===== config.mk =====
export PLATFORM = sky130hd
export DESIGN_NAME = fetch_target_predictor
export DESIGN_NICKNAME = d
export VERILOG_FILES = /design/src/rtl/fp_pkg.sv /design/src/rtl/tgt_buffer.sv /design/src/rtl/ret_stack.sv /design/src/rtl/next_pc_sel.sv /design/src/rtl/fetch_target_predictor.sv
export SDC_FILE = /design/constraint.sdc
export NUM_CORES = 1
export LEC_CHECK = 0
export CAP_MARGIN = 20
export CORE_MARGIN = 2
export CORE_UTILIZATION = 45
export DETAILED_ROUTE_END_ITERATION = 8
export GPL_TIMING_DRIVEN = 1
export SETUP_SLACK_MARGIN = 0.4
export SYNTH_ARGS = -nofsm -noshare
export SYNTH_HDL_FRONTEND = slang
export SYNTH_SLANG_ARGS = --single-unit

===== constraint.sdc =====
create_clock -name clk -period 9.3 [get_ports clk]
set_clock_uncertainty 0.1 [all_clocks]
set_input_delay 1.86 -clock clk [delete_from_list [all_inputs] [get_ports clk]]
set_output_delay 1.86 -clock clk [all_outputs]
set_load 0.02 [all_outputs]

===== src/rtl/fp_pkg.sv =====
package fp_pkg;
  localparam int unsigned FP_PC_W     = 32;
  localparam int unsigned FP_IDX_W    = 4;
  localparam int unsigned FP_RAS_DEPTH = 4;

  typedef enum logic [1:0] {
    SRC_SEQ = 2'd0,
    SRC_BUF = 2'd1,
    SRC_RAS = 2'd2
  } nxt_src_e;
endpackage


===== src/rtl/tgt_buffer.sv =====
module tgt_buffer #(
  parameter int unsigned PC_W  = fp_pkg::FP_PC_W,
  parameter int unsigned IDX_W = fp_pkg::FP_IDX_W
) (
  input  logic            clk,
  input  logic            rst_n,
  input  logic [PC_W-1:0] look_pc,
  input  logic            wr_en,
  input  logic [PC_W-1:0] wr_pc,
  input  logic [PC_W-1:0] wr_target,
  output logic            hit,
  output logic [PC_W-1:0] hit_target
);
  localparam int unsigned ENTRIES = 1 << IDX_W;
  localparam int unsigned TAG_W   = PC_W - IDX_W;

  typedef struct packed {
    logic [TAG_W-1:0] tag;
    logic [IDX_W-1:0] idx;
  } pc_split_t;

  // Index from word-address bits; tag is everything else, byte offset included.
  function automatic pc_split_t split_pc(input logic [PC_W-1:0] pc);
    pc_split_t s;
    s.idx = pc[IDX_W+1:2];
    s.tag = {pc[PC_W-1:IDX_W+2], pc[1:0]};
    return s;
  endfunction

  logic [ENTRIES-1:0] vld_q;
  logic [TAG_W-1:0]   tag_q [ENTRIES];
  logic [PC_W-1:0]    tgt_q [ENTRIES];

  pc_split_t look_s, wr_s;
  assign look_s = split_pc(look_pc);
  assign wr_s   = split_pc(wr_pc);

  always_ff @(posedge clk) begin
    if (!rst_n) begin
      vld_q <= '0;
    end else if (wr_en) begin
      vld_q[wr_s.idx] <= 1'b1;
    end
  end

  always_ff @(posedge clk) begin
    if (wr_en) begin
      tag_q[wr_s.idx] <= wr_s.tag;
      tgt_q[wr_s.idx] <= wr_target;
    end
  end

  assign hit        = vld_q[look_s.idx] && (tag_q[look_s.idx] == look_s.tag);
  assign hit_target = tgt_q[look_s.idx];
endmodule


===== src/rtl/ret_stack.sv =====
module ret_stack #(
  parameter int unsigned PC_W  = fp_pkg::FP_PC_W,
  parameter int unsigned DEPTH = fp_pkg::FP_RAS_DEPTH
) (
  input  logic                       clk,
  input  logic                       rst_n,
  input  logic                       push,
  input  logic                       pop,
  input  logic [PC_W-1:0]            push_val,
  output logic [PC_W-1:0]            top_val,
  output logic                       empty,
  output logic [$clog2(DEPTH+1)-1:0] count
);
  localparam int unsigned PTR_W = (DEPTH > 1) ? $clog2(DEPTH) : 1;
  localparam int unsigned CNT_W = $clog2(DEPTH + 1);

  function automatic logic [PTR_W-1:0] ptr_next(input logic [PTR_W-1:0] p);
    return (p == PTR_W'(DEPTH - 1)) ? '0 : p + 1'b1;
  endfunction

  function automatic logic [PTR_W-1:0] ptr_prev(input logic [PTR_W-1:0] p);
    return (p == '0) ? PTR_W'(DEPTH - 1) : p - 1'b1;
  endfunction

  logic [PC_W-1:0]  mem_q [DEPTH];
  logic [PTR_W-1:0] wp_q;      // next free slot
  logic [CNT_W-1:0] cnt_q;

  always_ff @(posedge clk) begin
    if (!rst_n) begin
      wp_q  <= '0;
      cnt_q <= '0;
    end else if (pop && cnt_q != '0) begin
      wp_q  <= ptr_prev(wp_q);
      cnt_q <= cnt_q - 1'b1;
    end else if (push) begin
      wp_q  <= ptr_next(wp_q);
      if (cnt_q != CNT_W'(DEPTH)) cnt_q <= cnt_q + 1'b1;
    end
  end

  always_ff @(posedge clk) begin
    if (push && !pop) mem_q[wp_q] <= push_val;
  end

  assign top_val = mem_q[ptr_prev(wp_q)];
  assign empty   = (cnt_q == '0);
  assign count   = cnt_q;
endmodule


===== src/rtl/next_pc_sel.sv =====
module next_pc_sel
  import fp_pkg::*;
#(
  parameter int unsigned PC_W = FP_PC_W
) (
  input  logic [PC_W-1:0] fetch_pc,
  input  logic            is_ret,
  input  logic            ras_empty,
  input  logic [PC_W-1:0] ras_top,
  input  logic            buf_hit,
  input  logic            dir_taken,
  input  logic [PC_W-1:0] buf_target,
  output logic [PC_W-1:0] next_pc,
  output nxt_src_e        src
);
  function automatic logic [PC_W-1:0] seq_pc(input logic [PC_W-1:0] pc);
    return pc + PC_W'(4);
  endfunction

  always_comb begin
    if (is_ret) begin
      src = ras_empty ? SRC_SEQ : SRC_RAS;
    end else if (buf_hit && dir_taken) begin
      src = SRC_BUF;
    end else begin
      src = SRC_SEQ;
    end
    unique case (src)
      SRC_RAS: next_pc = ras_top;
      SRC_BUF: next_pc = buf_target;
      default: next_pc = seq_pc(fetch_pc);
    endcase
  end
endmodule


===== src/rtl/fetch_target_predictor.sv =====
module fetch_target_predictor
  import fp_pkg::*;
#(
  parameter int unsigned PC_W      = FP_PC_W,
  parameter int unsigned IDX_W     = FP_IDX_W,
  parameter int unsigned RAS_DEPTH = FP_RAS_DEPTH
) (
  input  logic            clk,
  input  logic            rst_n,
  input  logic [PC_W-1:0] fetch_pc,
  input  logic            fetch_is_call,
  input  logic            fetch_is_ret,
  input  logic            dir_taken,
  input  logic            upd_valid,
  input  logic [PC_W-1:0] upd_pc,
  input  logic            upd_taken,
  input  logic [PC_W-1:0] upd_target,
  input  logic [PC_W-1:0] upd_pred_target,
  output logic [PC_W-1:0] next_pc,
  output logic            btb_hit
);
  localparam int unsigned CNT_W = $clog2(RAS_DEPTH + 1);

  // Named internal events, observed by the bound checker.
  logic             buf_write;
  logic             ras_push;
  logic             ras_pop;
  logic             ras_empty;
  logic [CNT_W-1:0] ras_count;
  logic [PC_W-1:0]  ras_top;
  logic [PC_W-1:0]  hit_target;
  nxt_src_e         sel_src;

  assign buf_write = upd_valid && upd_taken && (upd_target != upd_pred_target);
  assign ras_push  = fetch_is_call && !fetch_is_ret;
  assign ras_pop   = fetch_is_ret;

  tgt_buffer #(.PC_W(PC_W), .IDX_W(IDX_W)) u_buf (
    .clk        (clk),
    .rst_n      (rst_n),
    .look_pc    (fetch_pc),
    .wr_en      (buf_write),
    .wr_pc      (upd_pc),
    .wr_target  (upd_target),
    .hit        (btb_hit),
    .hit_target (hit_target)
  );

  ret_stack #(.PC_W(PC_W), .DEPTH(RAS_DEPTH)) u_ras (
    .clk      (clk),
    .rst_n    (rst_n),
    .push     (ras_push),
    .pop      (ras_pop),
    .push_val (fetch_pc + PC_W'(4)),
    .top_val  (ras_top),
    .empty    (ras_empty),
    .count    (ras_count)
  );

  next_pc_sel #(.PC_W(PC_W)) u_sel (
    .fetch_pc   (fetch_pc),
    .is_ret     (fetch_is_ret),
    .ras_empty  (ras_empty),
    .ras_top    (ras_top),
    .buf_hit    (btb_hit),
    .dir_taken  (dir_taken),
    .buf_target (hit_target),
    .next_pc    (next_pc),
    .src        (sel_src)
  );
endmodule


==> run summary <==
The count of cells in the finished layout, fillers not included, comes to 3736. The tree is rooted in a sky130_fd_sc_hd__clkbuf_16. The number of synthesized flops with an enable pin is 1088. The final max-slew violation count came to 0. The worst hold path terminates at u_buf.vld_q[5]. The run finished with clean final reports. The worst slew margin relative to its limit is 19.7%. The area used by multi-input combinational logic is 0.0106 mm2.

The critical-path maximum fanout came out at 33. The fraction of registers with async set/reset is 0%. After synthesis the netlist holds a flip-flop and latch count of 1109. The starting utilization of the core area came out at 45.6%. The synthesized cell area came out at 0.0442 mm2. The number of cells upsized or downsized after cts is 0. The leakage power total came out at 16.1 nW. The number of max-cap violations is 0.

Counting I/O delays and the setup requirement, the final critical path takes 8.48 ns. The number of buffers and inverters on the critical path is 4. Counting tap cells, the placed design contains a total of 3534 instances. Among all flip-flop cells after synthesis, the most frequent one is sky130_fd_sc_hd__edfxtp_1. The number of cells on the worst hold path is 2. The die area is 0.101 mm2. TritonCTS built the clock tree. Setup repair after global routing left no endpoint under its margin. The logic depth of the worst register-to-register path is 9. The floorplan step defined a core boundary enclosing 0.0970 mm2.

The longest individual stage delay on the worst path came out at 0.68 ns. The number of primary I/O pins came out at 168. The maximum number of pins on one net before global-route repair is 105. The worst-margin pin slew is 1.20 ns. The post-route fraction of the period consumed by the critical path came out at 91.2%.

In this run the remaining antenna-violating nets after routing total 0. The total of warnings raised by yosys came out at 0. The synthesized instance count came out at 2144.

The total power draw is 10.9 mW. The die extent in y came out at 317 um. A synthesized cell averages 20.6 um2. The utilization of the core after routing came out at 52.6%.

From left edge to right edge, the die measures 317 um. The number of hold violations in the final report is 0. The initial antenna violation count was 4. The final net count came out at 2511. In this run the worst setup path begins at fetch_pc[2]. The startpoint identified for the worst register-to-register timing path is u_ras.count[0]. STA puts the critical path data arrival time at 6.52 ns. The clock-pin transition on the worst setup and hold timing paths came out at 0.06 ns. The endpoint of the most critical register-to-register path is u_ras.count[2]. In the final routed layout, each cell accounts on average for 31.2 um.

The number of sinks handled by clock tree synthesis is 1109. The clock buffer count from CTS is 110. OpenSTA, run right after detailed placement, puts the worst setup slack at 0.653 ns. The DRC marker count from the first detailed-route iteration is 3154. The fraction of final layout cells with drive strength greater than 1 came out at 21.7%. The total DRC errors in the routed layout came out at 0. The highest ir drop seen on vdd came out at 155 uV.

Buffers added to address setup during post-CTS repair amount to 0. The global placement routability congestion is 0.807. The setup path with the least slack is of type in -> out. The timing-limited maximum frequency came out at 118 MHz. The placed wire-length estimate after detailed placement is 67600 um. The area overhead of the layout relative to synthesis is 15.5%. The clock passes through at most 3 buffers. Traced cell by cell, the critical path runs through buf_8 -> buf_4 -> mux4_2 -> mux2i_1 -> xnor2_1 -> o32ai_2 -> nand4_1 -> nor3_4 -> buf_4 -> nand4_1 -> o211ai_1 -> clkdlybuf4s50_1. In this run the register-to-register setup slack is 5.88 ns. Global routing finished with a remaining overflow of 0. The global-route wire length before repair came out at 166000 um.

The dominant cell type by area after synthesis is sky130_fd_sc_hd__edfxtp_1. The H-tree was split into 3 levels. The total setup violations reported at the end of the flow came out at 0. The clock latency on the worst-skew pair is 0.68 ns. The total via count after detailed routing is 22977. The number of different library cells used by synthesis comes to 63. The filler cells instantiated in the layout total 7604. Across the whole layout, storage elements account for 0.0331 mm2.

The worst setup path is launched from a primary input. The worst setup path is captured at a primary output. The count of buffers from port buffering is 167. The largest individual stage delay along the critical path comes from the cell sky130_fd_sc_hd__clkdlybuf4s50_1. By area the synthesized netlist is led by sky130_fd_sc_hd__edfxtp_1 (74%), sky130_fd_sc_hd__mux4_2 (14%), sky130_fd_sc_hd__mux2i_1 (2.1%). The number of nets in the synthesized netlist is 2285. The worst hold path begins at u_buf.vld_q[5]. Broken down by cell family, the worst path's largest delay share belongs to buffers and inverters. The critical path required time came out at 7.34 ns. In the post-route analysis, the smallest setup slack over all paths is 0.819 ns.

Across every metal layer, demand over resource in global routing totals 23.0%. The detailed-route wire length came out at 116000 um. After routing, the total negative slack on setup checks comes to 0 ns. The number of search-and-repair iterations in the first detailed-routing pass is 6. The areal power density over the cells is 214 mW/mm2.

The post-cts hold buffer count is 0. The sequential share of the synthesized area is 74.9%. In the routed layout, each cell is associated on average with a via count of 6.15. The area fraction of the dominant cell type after synthesis came out at 73.9%. The tightest min-delay check is of the reg -> reg type.

The number of placement rows came out at 114. The number of global-route vias before repair came out at 23050.
==> metrics by stage <==
step           instance area, um2  hold WS (ns)
6_report                    51000         0.370
5_1_grt                     51000         0.388
4_1_cts                     51000         0.372
3_5_place_dp                47600         0.357
3_3_place_gp                47600         0.345
2_1_floorplan               44200         0.332
==> synth_stat cells (8+ instances only) <==
library cell                  n
sky130_fd_sc_hd__clkbuf_1    43
sky130_fd_sc_hd__and2_1       9
sky130_fd_sc_hd__mux4_2     270
sky130_fd_sc_hd__a22oi_1     18
sky130_fd_sc_hd__o211ai_1    21
sky130_fd_sc_hd__o211ai_2    10
sky130_fd_sc_hd__buf_1       15
sky130_fd_sc_hd__nor3_1      14
sky130_fd_sc_hd__edfxtp_1  1088
sky130_fd_sc_hd__buf_6        8
sky130_fd_sc_hd__o21ai_0     11
sky130_fd_sc_hd__xnor2_1     76
sky130_fd_sc_hd__buf_2       39
sky130_fd_sc_hd__dfxtp_1     21
sky130_fd_sc_hd__nand3_1     15
sky130_fd_sc_hd__inv_1       14
sky130_fd_sc_hd__nand2_1    112
sky130_fd_sc_hd__nor2_1      61
sky130_fd_sc_hd__a221oi_1    11
sky130_fd_sc_hd__nand4_1     45
sky130_fd_sc_hd__xor2_1      25
sky130_fd_sc_hd__mux2i_1     91
sky130_fd_sc_hd__buf_4       12
sky130_fd_sc_hd__a21oi_1     14
==> tightest hold or removal path, cell delays in order, from the launching register on <==
cell,delay [ns]
sky130_fd_sc_hd__dfxtp_1,0.32
sky130_fd_sc_hd__nor2_1,0.05
sky130_fd_sc_hd__nor2_1,0.07
==> state kept, by name (all words and copies together) (netlist names) <==
name	flops
u_ras.count	3
u_buf.vld_q	16
u_buf.tgt_q	512
u_buf.tag_q	448
u_ras.mem_q	128
u_ras.wp_q	2
==> kinds of logic after synthesis <==
kind of cell,after synthesis,synth area share (%)
buf+inv,133,1.48
mux,368,16.0
compound gates,136,2.37
simple gates,291,3.12
fa+ha+maj,6,0.187
xor+xnor,101,2.00
flops,1109,74.9
==> cells in the final DEF, fill, tap and decap left out, drive strengths merged, types with 3 or more instances in the layout <==
cell type	instances
a211oi	6
a21oi	14
a221oi	11
a22o	6
a22oi	18
a31oi	7
a32oi	3
and2	9
and3	7
buf	66
bufinv	9
clkbuf	142
clkdlybuf4s50	163
clkinv	50
dfxtp	21
edfxtp	1088
ha	5
inv	16
mux2	7
mux2i	91
mux4	270
nand2	112
nand2b	6
nand3	15
nand4	45
nor2	62
nor2b	7
nor3	15
nor4	7
o211ai	31
o21a	3
o21ai	11
o22ai	5
o31ai	3
o32ai	3
xnor2	76
xor2	25
==> final cells by class <==
type	count	share of cell area (%)
Inverter	16	0.120
Multi-Input combinational cell	902	20.8
Clock buffer	140	5.72
Timing Repair Buffer	231	4.35
Antenna cell	2	0.00980
Clock inverter	60	1.04
Sequential cell	1109	64.8
Tap cell	1276	3.13
==> worst max-delay path by stage <==
stage                         endpoint  slack (ns)  depth (start not counted)
CTS                        next_pc[27]        0.65                         12
global route               next_pc[27]        0.60                         12
finish                     next_pc[27]        0.82                         12
detailed placement         next_pc[27]        0.65                         12
floorplan           u_buf.tag_q[12][0]        1.95                          6
global placement           next_pc[25]        0.68                         12
==> per-layer routing <==
metal / GRT usage [%] / wire (um) / vias to the layer above
met5: 0 / 13 / -
met1: 35.7 / 51100 / 12397
met4: 5.88 / 2250 / 2
met3: 3.65 / 9940 / 146
li1: - / - / 9327
met2: 34.2 / 53100 / 1105
==> where the power goes <==
group / switching, mW / internal [mW]
Combinational: 0.610 / 0.415
Clock: 1.83 / 2.46
Sequential: 0.0226 / 5.58
Total: 2.46 / 8.45
(Power assumes the default switching activity.)
